==> src/rtl/loop_seq.sv <==
module loop_seq #(
  parameter int AW       = 16,
  parameter int IW       = 16,
  parameter int CW       = 16,
  parameter int BUF_N    = 4,
  parameter logic [AW-1:0] RESET_PC = '0
) (
  input  logic          clk,
  input  logic          rst_n,
  input  logic          adv,
  input  logic          setup_valid,
  input  logic [AW-1:0] setup_pc,
  input  logic [5:0]    setup_top_off,
  input  logic [11:0]   setup_bot_off,
  input  logic [CW-1:0] setup_count,
  output logic          setup_err,
  output logic          fetch_req,
  output logic [AW-1:0] fetch_addr,
  input  logic [IW-1:0] mem_rdata,
  output logic [AW-1:0] next_pc,
  output logic          instr_valid,
  output logic [AW-1:0] instr_pc,
  output logic [IW-1:0] instr
);
  localparam int BW = (BUF_N > 1) ? $clog2(BUF_N) : 1;
  localparam logic [AW-1:0] WIN = AW'(2 * BUF_N);

  logic [AW-1:0] fpc, top_q, bot_q, ipc;
  logic [CW-1:0] cnt;
  logic          active;
  logic [IW-1:0] lbuf [BUF_N];
  logic [BUF_N-1:0] bv;
  logic          ivalid, ihit, ifill;
  logic [BW-1:0] iidx;

  wire top_ok   = !setup_top_off[5] && !setup_top_off[0];
  wire bot_ok   = !setup_bot_off[11] && !setup_bot_off[0];
  wire order_ok = setup_bot_off >= {6'b0, setup_top_off};
  wire setup_ok = top_ok && bot_ok && order_ok;
  wire accept   = setup_valid && setup_ok;

  wire [AW-1:0] new_top = setup_pc + AW'(setup_top_off);
  wire [AW-1:0] new_bot = setup_pc + AW'(setup_bot_off);

  wire [AW-1:0] woff   = fpc - top_q;
  wire [BW-1:0] widx   = woff[BW:1];
  wire          in_win = active && (fpc >= top_q) && (fpc <= bot_q) && (woff < WIN);
  wire          byp    = ivalid && ifill && (iidx == widx);
  wire          hit    = in_win && (bv[widx] || byp);
  wire          at_bot = active && (fpc == bot_q);
  wire          wrap   = at_bot && (cnt > CW'(1));

  assign next_pc     = !adv ? fpc : (wrap ? top_q : fpc + AW'(2));
  assign fetch_req   = adv && !hit;
  assign fetch_addr  = fpc;
  assign instr_valid = ivalid;
  assign instr_pc    = ipc;
  assign instr       = ihit ? lbuf[iidx] : mem_rdata;

  always_ff @(posedge clk) begin
    if (ivalid && ifill && active) lbuf[iidx] <= mem_rdata;
  end

  always_ff @(posedge clk or negedge rst_n) begin
    if (!rst_n) begin
      fpc       <= RESET_PC;
      top_q     <= '0;
      bot_q     <= '0;
      cnt       <= '0;
      active    <= 1'b0;
      bv        <= '0;
      ivalid    <= 1'b0;
      ihit      <= 1'b0;
      ifill     <= 1'b0;
      iidx      <= '0;
      ipc       <= '0;
      setup_err <= 1'b0;
    end else begin
      setup_err <= setup_valid && !setup_ok;
      ivalid    <= adv;
      if (adv) begin
        fpc   <= next_pc;
        ipc   <= fpc;
        ihit  <= hit;
        ifill <= in_win && !hit;
        iidx  <= widx;
      end
      if (ivalid && ifill && active) bv[iidx] <= 1'b1;
      if (adv && at_bot) begin
        if (wrap) cnt <= cnt - CW'(1);
        else begin
          active <= 1'b0;
          bv     <= '0;
        end
      end
      if (accept) begin
        top_q  <= new_top;
        bot_q  <= new_bot;
        cnt    <= setup_count;
        active <= setup_count > CW'(1);
        bv     <= '0;
        ifill  <= 1'b0;
      end
    end
  end

  AST_SEQ_STEP: assert property (@(posedge clk) disable iff (!rst_n)
    adv && !active |=> fpc == $past(fpc) + AW'(2));

  AST_STALL_HOLD: assert property (@(posedge clk) disable iff (!rst_n)
    !adv |=> $stable(fpc) && !instr_valid);

  AST_WRAP_TOP: assert property (@(posedge clk) disable iff (!rst_n)
    adv && active && fpc == bot_q && cnt > CW'(1) |=> fpc == $past(top_q));

  AST_FALL_THRU: assert property (@(posedge clk) disable iff (!rst_n)
    adv && active && fpc == bot_q && cnt <= CW'(1) && !setup_valid
    |=> !active && fpc == $past(bot_q) + AW'(2));

  AST_ERR_KEEP: assert property (@(posedge clk) disable iff (!rst_n)
    setup_valid && !setup_ok |=> setup_err && $stable(top_q) && $stable(bot_q));
endmodule

==> config.mk <==
export PLATFORM = sky130hd
export DESIGN_NAME = loop_seq
export DESIGN_NICKNAME = d
export VERILOG_FILES = /design/src/rtl/loop_seq.sv
export SDC_FILE = /design/constraint.sdc
export NUM_CORES = 1
export LEC_CHECK = 0
export BUFFER_PORTS_ARGS = -buffer_cell sky130_fd_sc_hd__buf_2
export CAP_MARGIN = 20
export CORE_MARGIN = 2
export CORE_UTILIZATION = 54
export CTS_BUF_LIST = sky130_fd_sc_hd__clkbuf_2 sky130_fd_sc_hd__clkbuf_4 sky130_fd_sc_hd__clkbuf_8
export DETAILED_ROUTE_END_ITERATION = 7
export PLACE_DENSITY_LB_ADDON = 0.08
export SLEW_MARGIN = 20
export SYNTH_ARGS = -nofsm -noshare
export SYNTH_HDL_FRONTEND = slang
export SYNTH_SLANG_ARGS = --single-unit
==> constraint.sdc <==
create_clock -name clk -period 3.2 [get_ports clk]
set_input_delay 0.64 -clock clk [delete_from_list [all_inputs] [get_ports clk]]
set_output_delay 0.64 -clock clk [all_outputs]
set_load 0.02 [all_outputs]
# Word level (Yosys, flattened, before mapping)
# Memories as Yosys holds them, arrays and structs flattened.
# Index checks and enable logic that the tools add are counted.
classes:
  addsub: 5
  multipliers: 0
  div_mod_pow: 0
  magnitude_cmp: 9
  eq_ne: 3
  n_shift: 0
  n_mux: 21
  bitwise: 1
  n_reduce_logical: 31
op_table:
  columns: ["cell", "count"]
  rows:
  - ["two-way mux 16 bit", 6]
  - ["> comparator 16 x 1 -> 1 bit (second input constant)", 2]
  - ["logical AND 1 bit", 19]
  - ["adder 16 x 12 -> 16 bit", 1]
  - ["adder 16 x 2 -> 16 bit (second input constant)", 1]
  - ["adder 16 x 6 -> 16 bit", 1]
  - ["== test 16 bit", 1]
  - ["greater-or-equal comparator 16 bit", 1]
  - ["<= comparator 16 bit", 1]
  - ["< comparator 16 x 4 -> 1 bit (second input constant)", 1]
  - ["two-way mux 4 bit", 4]
  - ["subtractor 16 x 1 -> 16 bit (second input constant)", 1]
  - ["subtractor 16 bit", 1]
  - ["greater-or-equal comparator 12 x 6 -> 1 bit", 1]
  - ["two-way mux 1 bit", 9]
  - ["logical NOT 1 bit", 6]
  - ["< comparator 2 x 3 -> 1 bit (second input constant)", 2]
  - ["nonzero test 2 bit", 3]
  - ["OR 4 bit", 1]
  - ["AND reduction 2 bit", 2]
  - ["binary-select mux 1 bit (select 2 bit)", 1]
  - ["demux 1 bit (select 2 bit)", 1]
  - ["== test 2 bit", 1]
  - ["greater-or-equal comparator 2 x 1 -> 1 bit (second input constant)", 1]
  - ["2 further kinds", 2]
word_totals:
  register_bits: 91
  latchBits: 0
  ram_bits: 64
  romBits: 0
  in_bits: 70
  out_inout_bits: 67
  mem_count: 1
memory_table:
  columns: ["name", "depth", "width", "rd", "rd_ports_with_merged_regs", "write_ports", "line_no", "source"]
  rows:
  - ["lbuf", 4, 16, 1, 0, 1, "31", "logic [IW-1:0] lbuf [BUF_N];"]

# Depth between registers and ports, before layout
# Gate-level depths: netlist (run 1).
depth:
  word_depth: 9
  depth_mapped: 14
  mapped_depth_nobuf: 12

# Worst setup path after synthesis (run 1)
# No wires, ideal clock.
synth_timing:
  path_kind: "register to output"
  from: "register fpc[0], in the netlist fetch_addr[0]"
  to: "output port fetch_req"
  t_arrival_ns: 2.914
  path_slack_ns: -0.354
  stages_incl_launch_ff: 12
  n_path_buf: 0
  cell_sequence: "dfrtp_1 inv_1 ha_1 fa_1 nand2b_1 a21oi_2 a31oi_1 o21ba_2 o21ai_0 mux2_2 nor4_2 a31oi_1"
synth_via:
  elab_chain_len: 7
  elab_cells_between_ends: 15
  cone_classes: "1 x add/sub; 3 x order compare; 1 x eq/ne; 2 x mux; 8 x reduce/logical"
synth_rtl:
  columns: ["item", "line_no", "source"]
  rows:
  - ["from (decl)", "28", "logic [AW-1:0] fpc, top_q, bot_q, ipc;"]
  - ["from (signal assigned)", "82", "fpc <= next_pc;"]
  - ["branches (longest 4 deep; another with subtractor 16 bit)", null, null]
  - ["logical AND 1 bit (*)", "49", "wire hit = in_win && (bv[widx] || byp);"]
  - ["logical NOT 1 bit (*)", "54", "assign fetch_req = adv && !hit;"]
  - ["logical AND 1 bit (*)", "54", null]
  - ["to (decl)", "17", "output logic fetch_req,"]
# Mark *: on every way between the ends. The select of a mux whose other input is x is not followed.

# Worst setup path after layout (run 1)
# Ends and elaborated chain as after synthesis.

==> results of run 1 <==
[critical path: cells and delay by family (launching register included)]
kind	cells	cell delay, ps
fa+ha+maj	2	500
mux	1	330
buf+inv	2	200
compound gates	5	740
simple gates	2	500
flops	1	390
[path summary, 6_finish.rpt]
path / to / slack (ps) / from / cells past startpoint
setup / recovery: fetch_req / -560 / fetch_addr[0]$_DFFE_PN0P_ / 12
min in group clk: setup_err$_DFF_PN0_ / 390 / setup_valid / 2
hold / removal: top_q[7]$_DFFE_PN0P_ / 150 / rst_n / 1
max in group asynchronous: bot_q[2]$_DFFE_PN0P_ / 2350 / rst_n / 2
setup reg to reg: cnt[15]$_DFFE_PN0P_ / 70 / fetch_addr[2]$_DFFE_PN0P_ / 13
hold reg to reg: bot_q[6]$_DFFE_PN0P_ / 490 / bot_q[6]$_DFFE_PN0P_ / 2
[power groups by stage]
stage                     clock (mW)  sequential, mW  combinational, mW
after global routing            1.72            2.72               4.48
final                           1.63            2.68               4.17
after CTS                       1.65            2.65               3.89
after floorplan                    0            2.79               2.00
after detailed placement           0            2.69               3.42
after global placement             0            2.68               3.39
[per-stage QoR]
| stage | std cells | utilization | worst slack, ps | hold slack [ps] |
|---|---|---|---|---|
| 2_1_floorplan | 853 | - | -0.07372 | 344.4 |
| 3_3_place_gp | 1280 | 0.6538 | -170.8 | 462.4 |
| 3_5_place_dp | 1280 | 0.6538 | -233.7 | 471.6 |
| 4_1_cts | 1358 | 0.7460 | -545.4 | 160.8 |
| 5_1_grt | 1362 | 0.7606 | -673.3 | 196.7 |
| 6_report | 1362 | 0.7606 | -559.8 | 153.6 |
[cell type report]
type | instances | area [µm²]
clock inverter | 14 | 187.7
multi-input combinational | 605 | 5231
inverter | 62 | 232.7
clock buffer | 18 | 247.7
sequential | 155 | 4202
timing repair buffer | 288 | 2147
tap | 220 | 275.3
fill | 1018 | 3943
[cell families (layout without fill, tap and decap cells)]
group                      count (synthesis)  after routing  synth area share
and+or+nand+nor                          232            232            0.1333
AOI/OAI and AO/OA                        204            204            0.1341
DFF                                      155            155            0.4635
buffers and inverters                     93            382           0.04019
adders and majority gates                 62             62           0.08812
muxes                                     59             59           0.09434
xor gates and xnor gates                  48             48           0.04641
[state kept, by name (all words and copies together), names as in the netlist]
signal	flops
top_q	16
lbuf	64
instr_pc	16
instr_valid	1
active	1
iidx	2
setup_err	1
bot_q	16
cnt	16
ihit	1
ifill	1
fetch_addr	16
bv	4
[layer usage]
layer | vias to the layer above | wire (µm)
li1 | 3673 | -
met1 | 3849 | 11140
met2 | 347 | 12140
met3 | 100 | 1816
met4 | 0 | 1041
met5 | - | 0
[cell usage in the layout (no fill, tap or decap), drive strengths merged, types with 4 or more instances in the layout]
master	netlist	final
o31ai	4	4
nand2b	7	7
mux4	17	17
inv	62	73
buf	17	288
nand3	23	23
dfrtp	91	91
o22ai	5	5
ha	59	59
edfxtp	64	64
a31oi	9	9
nor3	17	17
mux2	41	41
a21oi	74	74
or4	4	4
nand4	8	8
nor4	15	15
nand2	69	69
xor2	19	19
clkbuf	14	18
and3	12	12
o21a	7	7
or3	5	5
a21o	13	13
nor2b	4	4
nor2	53	53
xnor2	29	29
o21ai	64	64
[what timing repair did]
| item | 4_1_cts | 5_1_grt |
|---|---|---|
| endpoints found under the setup margin | 17 | 25 |
| gates resized for setup | 154 | 46 |
| pin swaps | 35 | 21 |
| cloned | 4 | 0 |
| setup buffers | 42 | 14 |
==> impl_metrics.tcl, run 1 <==
set metrics [dict create \
    failed_checks "negative setup slack" \
    status "complete, but fails checks" \
    syn-cell-area_um2 9059 \
    period_share 1.175 \
    min_path_type "in -> async" \
    hpwl_um 16450 \
    power.leakage_nw 5.531 \
    crit_type "reg -> out" \
    avgSynthCellArea_um2 10.62 \
    core_area_um2 16470 \
    yosys_warnings 0 \
    cts_root_buf "clkbuf_8" \
    layout_setup_ws_ps -559.8 \
    synth_largest_area_cell "dfrtp_1" \
    grt_use_total 0.2834 \
    cts_buffer_depth 2 \
    finalSetupViolCount 17 \
    postCtsHoldBufs 0 \
    endpoint_kind "primary output" \
    vias_per_cell 5.851 \
    die_y_um 133.5 \
    synth_top_area_share 0.2514 \
    grt_pass1_wl_um 39630 \
    avgRoutedWirePerCell_um 19.19 \
    place.gp.congestion 0.8874 \
    clkPwrFrac 0.192 \
    num_rows 47 \
    dpl_cell_area_um2 10770 \
    diodes 0 \
    clk_latency_ps 480 \
    postRouteAntennaNets 0 \
    rsz0062_at_grt "true" \
    internal_power_mw 5.095 \
    finalWirelength_um 26140 \
    grt_busiest_layer "met2" \
    power_density_nw_per_um2 678.0 \
    grt_max_degree 54 \
    setup_tns_ps -6719 \
    slowest_stage "dfrtp_2" \
    slew_headroom 0.3758 \
    first_pass_iters 5 \
    cp_common_cell "a31oi_4" \
    vdd_drop_max_mv 0.4264 \
    die_w_um 133.5 \
    fmax_mhz 266.0 \
    synth-edff-count 64 \
    met1_usage 0.3787 \
    die_area_um2 17830 \
    fin_skew_ps 11.67 \
    power_switching_mw 3.396 \
    netSwitchingFraction 0.3999 \
    max_cap_viol_count 0 \
    cp.required_ps 2560 \
    overflow 0 \
    crit_arrival_ps 3120 \
    synth_commonest_cells "dfrtp_1, a21oi_1, nand2_1" \
    antenna_found_initial 0 \
    p_total_mw 8.491 \
    cts_tree "yes" \
    grt_pass1_vias 7717 \
    met2_usage 0.4576 \
    ys_ff_latch 155 \
    finalHoldViolations 0 \
    post-route-cell-area_um2 12520 \
    netlist_top_cells_area "dfrtp_1, edfxtp_1, ha_1" \
    vias 7969 \
    synth_cells 853 \
    slowest_delay_ps 390 \
    clk_pin_slew_worst_paths_ps 100 \
    drtIter0Drc 574 \
    clock_sinks 155 \
    startpoint_type "register" \
    p_seq_frac 0.316 \
    synth_most_common_cell "dfrtp_1" \
    drive_gt1_frac 0.4247 \
    cts_made_buffers 17 \
    ys_types 70 \
    worstMarginPinSlew_ps 936.4 \
    io_pins 137 \
    initial_core_util 0.5502 \
    synthFlopType "dfrtp_1" \
    pwr-share-comb 0.492 \
    port_buffers 136 \
    critPathMaxFanout 3 \
    use_met3 0.05670 \
    crit_chain "inv_2, ha_4, fa_2, nand2b_4, a21oi_4, a31oi_4, o21ba_4, o21ai_2, mux2_4, nor4_4, a31oi_4, buf_6" \
    fin_nets 1261 \
    finalCriticalPeriod_ps 3760 \
    seq_area_frac_synth 0.4635 \
    synth_fp_nets 985 \
    ys_async_sr_fraction 0.5871 \
    synthToLayoutAreaGrowth_pct 38.25 \
    drc_errors 0 \
    htreeDepth 4 \
    maxSlewViolCount 0 \
]
(Power assumes the default switching activity.)
==> run 2, diff against run 1 <==
CORE_UTILIZATION = 58   (was 54)
clock period = 4.4 ns   (was 3.2 ns; I/O delays follow)
==> impl_metrics.tcl, run 2 (synthesis gave the netlist of run 1 again) <==
set metrics [dict create \
    status "completed" \
    first_pass_iters 5 \
    rr_startpoint "fetch_addr[11]$_DFFE_PN0P_" \
    drive_gt1_frac 0.2708 \
    critPathMaxFanout 5 \
    clk_pin_slew_worst_paths_ps 90 \
    finalHoldViolations 0 \
    r2r_slack_ps 1160 \
    rr_endpoint "cnt[15]$_DFFE_PN0P_" \
    rsz0062_at_grt "true" \
    worstMarginPinSlew_ps 912.2 \
    largest_reg_flops 64 \
    finalCriticalPeriod_ps 4231 \
    startpoint_type "register" \
    clock_sinks 155 \
    cp.required_ps 3520 \
    endpoint_kind "primary output" \
    crit_type "reg -> out" \
    htreeDepth 4 \
    fin_nets 1131 \
    die_w_um 129.0 \
    diodes 0 \
    finalSetupViolCount 0 \
    final-instance-count-excl-fill 1223 \
    clk_latency_ps 460 \
    die_area_um2 16630 \
    dp.cells 1187 \
    postRouteAntennaNets 0 \
    hpwl_um 15140 \
    num_rows 45 \
    whs_endpoint "bot_q[8]$_DFFE_PN0P_" \
    postCtsHoldBufs 0 \
    slew_headroom 0.3919 \
    crit_arrival_ps 3350 \
    grt_pass1_vias 6491 \
    initial_core_util 0.5937 \
    core_area_um2 15260 \
    power_density_nw_per_um2 492.1 \
    max_cap_viol_count 0 \
    period_share 0.9616 \
    io_pins 137 \
    fillers 1195 \
    cts_tree "yes" \
    place.gp.congestion 0.8496 \
    grt_pass1_wl_um 32580 \
    p_total_mw 5.160 \
    cts_root_buf "clkbuf_8" \
    layout_setup_ws_ps 168.9 \
    fin_skew_ps 16.25 \
    cts_made_buffers 17 \
    maxSlewViolCount 0 \
    whs_ps 487.8 \
    drc_errors 0 \
    ff2ff_path_depth 9 \
    setup_tns_ps 0 \
    synthToLayoutAreaGrowth_pct 15.76 \
    final_cell_mix "buf_2, dfrtp_1, a21oi_1, nand2_1, edfxtp_1" \
    avgRoutedWirePerCell_um 16.57 \
    grt_max_degree 63 \
    port_buffers 136 \
    min-delay-start "bot_q[8]$_DFFE_PN0P_" \
    dp_slack_ps 428.0 \
    power.leakage_nw 4.650 \
    drtIter0Drc 456 \
    seqCellArea_um2 4199 \
    antenna_found_initial 0 \
    final_common_cell "buf_2" \
    vdd_drop_max_mv 0.2595 \
    cts_buffer_depth 2 \
    whs_path_depth 2 \
    top_register "lbuf" \
    fmax_mhz 236.3 \
    multi_input_area_um2 4538 \
    die_y_um 129.0 \
    grt_use_total 0.2526 \
    overflow 0 \
    vias 6857 \
    finalWirelength_um 20260 \
    min_path_type "reg -> reg" \
    vias_per_cell 5.607 \
]
run 2: per-stage QoR:
step | utilization | instance area, µm²
4_1_cts | 0.6833 | 10430
5_1_grt | 0.6872 | 10490
6_report | 0.6872 | 10490
3_5_place_dp | 0.6563 | 10010
2_1_floorplan | - | 9059
3_3_place_gp | 0.6563 | 10010
run 2: how the worst max path moves through the flow:
| stage | startpoint | endpoint | cells after the start |
|---|---|---|---|
| after global routing | fetch_addr[10]$_DFFE_PN0P_ | fetch_req | 10 |
| after CTS | fetch_addr[0]$_DFFE_PN0P_ | fetch_req | 12 |
| after global placement | fetch_addr[0]$_DFFE_PN0P_ | fetch_req | 12 |
| after detailed placement | fetch_addr[0]$_DFFE_PN0P_ | fetch_req | 12 |
| final | fetch_addr[0]$_DFFE_PN0P_ | fetch_req | 12 |
| after floorplan | fetch_addr[0]$_DFFE_PN0P_ | fetch_req | 11 |
run 2: what timing repair did:
| item | 4_1_cts | 5_1_grt |
|---|---|---|
| setup endpoints to repair | 1 | 2 |
| endpoints found under the hold margin | 0 | 0 |
| pin swaps | 1 | 3 |
| setup buffers | 0 | 4 |
| resized for setup | 2 | 7 |
run 2: metal layers:
metal,up-vias,wire length (µm),global-route usage
met4,0,227,0.06841
met1,3246,9445,0.3542
met5,-,0,0
met2,186,9652,0.4090
met3,21,936,0.04574
li1,3404,-,-
run 2: area by class of cell:
type	instances	share of cell area
tap	211	0.02518
multi-input combinational	605	0.4328
clock inverter	15	0.01599
clock buffer	17	0.02231
inverter	62	0.02219
timing repair buffer	158	0.08114
sequential	155	0.4004
run 2: where the power goes:
part	switching [mW]	internal [mW]	leakage [nW]
clock network	0.636	0.432	0.201
registers	0.279	1.72	1.72
logic	1.18	0.910	2.73
total	2.10	3.06	4.65
run 2: critical path, cell delays in order (launching register included):
cell      delay (ps)
dfrtp_1          350
inv_1             60
ha_1             230
fa_2             350
nand2b_1         170
a21oi_2          190
a31oi_1          140
o21ba_2          270
o21ai_1          150
mux2_2           370
nor4_4           290
a31oi_1          140
buf_4            200
==> run 3, diff against run 2 <==
==> constraint.sdc (replaced) <==
create_clock -name clk -period 4.4 [get_ports clk]
set_input_delay 0.44 -clock clk [delete_from_list [all_inputs] [get_ports clk]]
set_output_delay 0.44 -clock clk [all_outputs]
set_load 0.02 [all_outputs]
==> impl_metrics.tcl, run 3 (synthesis gave the netlist of run 1 again) <==
set metrics [dict create \
    status "completed" \
    cts_root_buf "clkbuf_8" \
    initial_core_util 0.5937 \
    crit_chain "inv_1, fa_1, nand2b_1, a21oi_2, a31oi_1, o21ba_2, o21ai_0, mux2_2, nor4_2, a31oi_1, buf_2" \
    die_area_um2 16630 \
    place.gp.congestion 0.8947 \
    p_seq_frac 0.391 \
    clock_sinks 155 \
    clkPwrFrac 0.220 \
    io_pins 137 \
    clk_pin_slew_worst_paths_ps 100 \
    synthToLayoutAreaGrowth_pct 14.78 \
    fin_skew_ps 13.31 \
    internal_power_mw 3.082 \
    finalSetupViolCount 0 \
    port_buffers 136 \
    netSwitchingFraction 0.4020 \
    die_w_um 129.0 \
    setup_tns_ps 0 \
    power_switching_mw 2.072 \
    grt_pass1_wl_um 32860 \
    critPathMaxFanout 10 \
    startpoint_type "register" \
    overflow 0 \
    fin_nets 1119 \
    cts_made_buffers 17 \
    power_density_nw_per_um2 495.8 \
    first_pass_iters 5 \
    r2r_slack_ps 1170 \
    vias 6874 \
    grt_max_degree 61 \
    drtIter0Drc 545 \
    crit_buf_inv 2 \
    cts_setup_buffers 0 \
    grt_pass1_vias 6522 \
    cts_tree "yes" \
    vias_per_cell 5.676 \
    drive_gt1_frac 0.2570 \
    cp_common_cell "a31oi_1" \
    crit_arrival_ps 3610 \
    rr_endpoint "cnt[15]$_DFFE_PN0P_" \
    worstMarginPinSlew_ps 937.1 \
    cts_buffer_depth 2 \
    pwr-share-comb 0.389 \
    rsz0062_at_grt "false" \
    power.leakage_nw 4.599 \
    dp.cells 1179 \
    top_register "lbuf" \
    slew_headroom 0.3753 \
    max_cap_viol_count 0 \
    drc_errors 0 \
    hpwl_um 15170 \
    finalCriticalPeriod_ps 4047 \
    crit_cells 11 \
    antenna_found_initial 0 \
    diodes 0 \
    slowest_delay_ps 540 \
    cp_top_family "compound AO/OA/AOI/OAI gates" \
    final_common_cell "buf_2" \
    cp.required_ps 3960 \
    htreeDepth 4 \
    period_share 0.9198 \
    num_rows 45 \
    finalHoldViolations 0 \
    rr_startpoint "fetch_addr[11]$_DFFE_PN0P_" \
    endpoint_kind "primary output" \
    finalWirelength_um 20220 \
    cts_resized 0 \
    postCtsHoldBufs 0 \
    final-instance-count-excl-fill 1211 \
    postRouteAntennaNets 0 \
    die_y_um 129.0 \
    ff2ff_path_depth 8 \
    grt_use_total 0.2565 \
    min_path_type "in -> async" \
    final_cell_mix "buf_2, dfrtp_1, a21oi_1, nand2_1, edfxtp_1" \
    maxSlewViolCount 0 \
    crit_type "reg -> out" \
    vdd_drop_max_mv 0.2927 \
    core_area_um2 15260 \
    largest_reg_flops 64 \
    avgRoutedWirePerCell_um 16.70 \
    slowest_stage "dfrtp_1" \
    clk_latency_ps 480 \
    fmax_mhz 247.1 \
]
-- run 3: area by class of cell --
class | instances | area [µm²]
fill | 1190 | 4861
multi-input combinational | 605 | 4501
sequential | 155 | 4199
timing repair buffer | 146 | 770.7
tap | 211 | 264.0
clock buffer | 17 | 234.0
inverter | 62 | 232.7
clock inverter | 15 | 196.4
-- run 3: metal layers --
| layer | share of wire | vias up | GRT usage |
|---|---|---|---|
| met4 | 0.012 | 0 | 0.07481 |
| met1 | 0.47 | 3258 | 0.3705 |
| met5 | 0 | - | 0 |
| met2 | 0.47 | 202 | 0.3946 |
| li1 | - | 3389 | - |
| met3 | 0.050 | 25 | 0.05489 |
-- run 3: how the worst max path moves through the flow --
stage | from | to | slack [ps]
after floorplan | fetch_addr[0]$_DFFE_PN0P_ | fetch_req | 1050
after global placement | fetch_addr[0]$_DFFE_PN0P_ | fetch_req | 970
after detailed placement | fetch_addr[0]$_DFFE_PN0P_ | fetch_req | 910
after CTS | fetch_addr[1]$_DFFE_PN0P_ | fetch_req | 370
after global routing | fetch_addr[1]$_DFFE_PN0P_ | fetch_req | 130
final | fetch_addr[1]$_DFFE_PN0P_ | fetch_req | 350
-- run 3: per-stage QoR --
step,hold WS [ps],utilization,cell area [µm²],power (mW),setup WS (ps)
6_report,33.07,0.6814,10400,5.155,353.1
2_1_floorplan,144.4,-,9059,3.441,1046
3_5_place_dp,468.2,0.6532,9967,4.028,912.9
5_1_grt,88.01,0.6814,10400,5.497,128.8
4_1_cts,53.28,0.6814,10400,5.161,367.8
3_3_place_gp,461.8,0.6532,9967,4.003,973.6
-- run 3: power by group through the flow --
stage	registers, mW	logic, mW	clock network (mW)
after global placement	2.04	1.96	0
after CTS	2.02	2.00	1.15
final	2.01	2.00	1.13
after floorplan	2.03	1.42	0
after detailed placement	2.05	1.98	0
after global routing	2.06	2.22	1.22
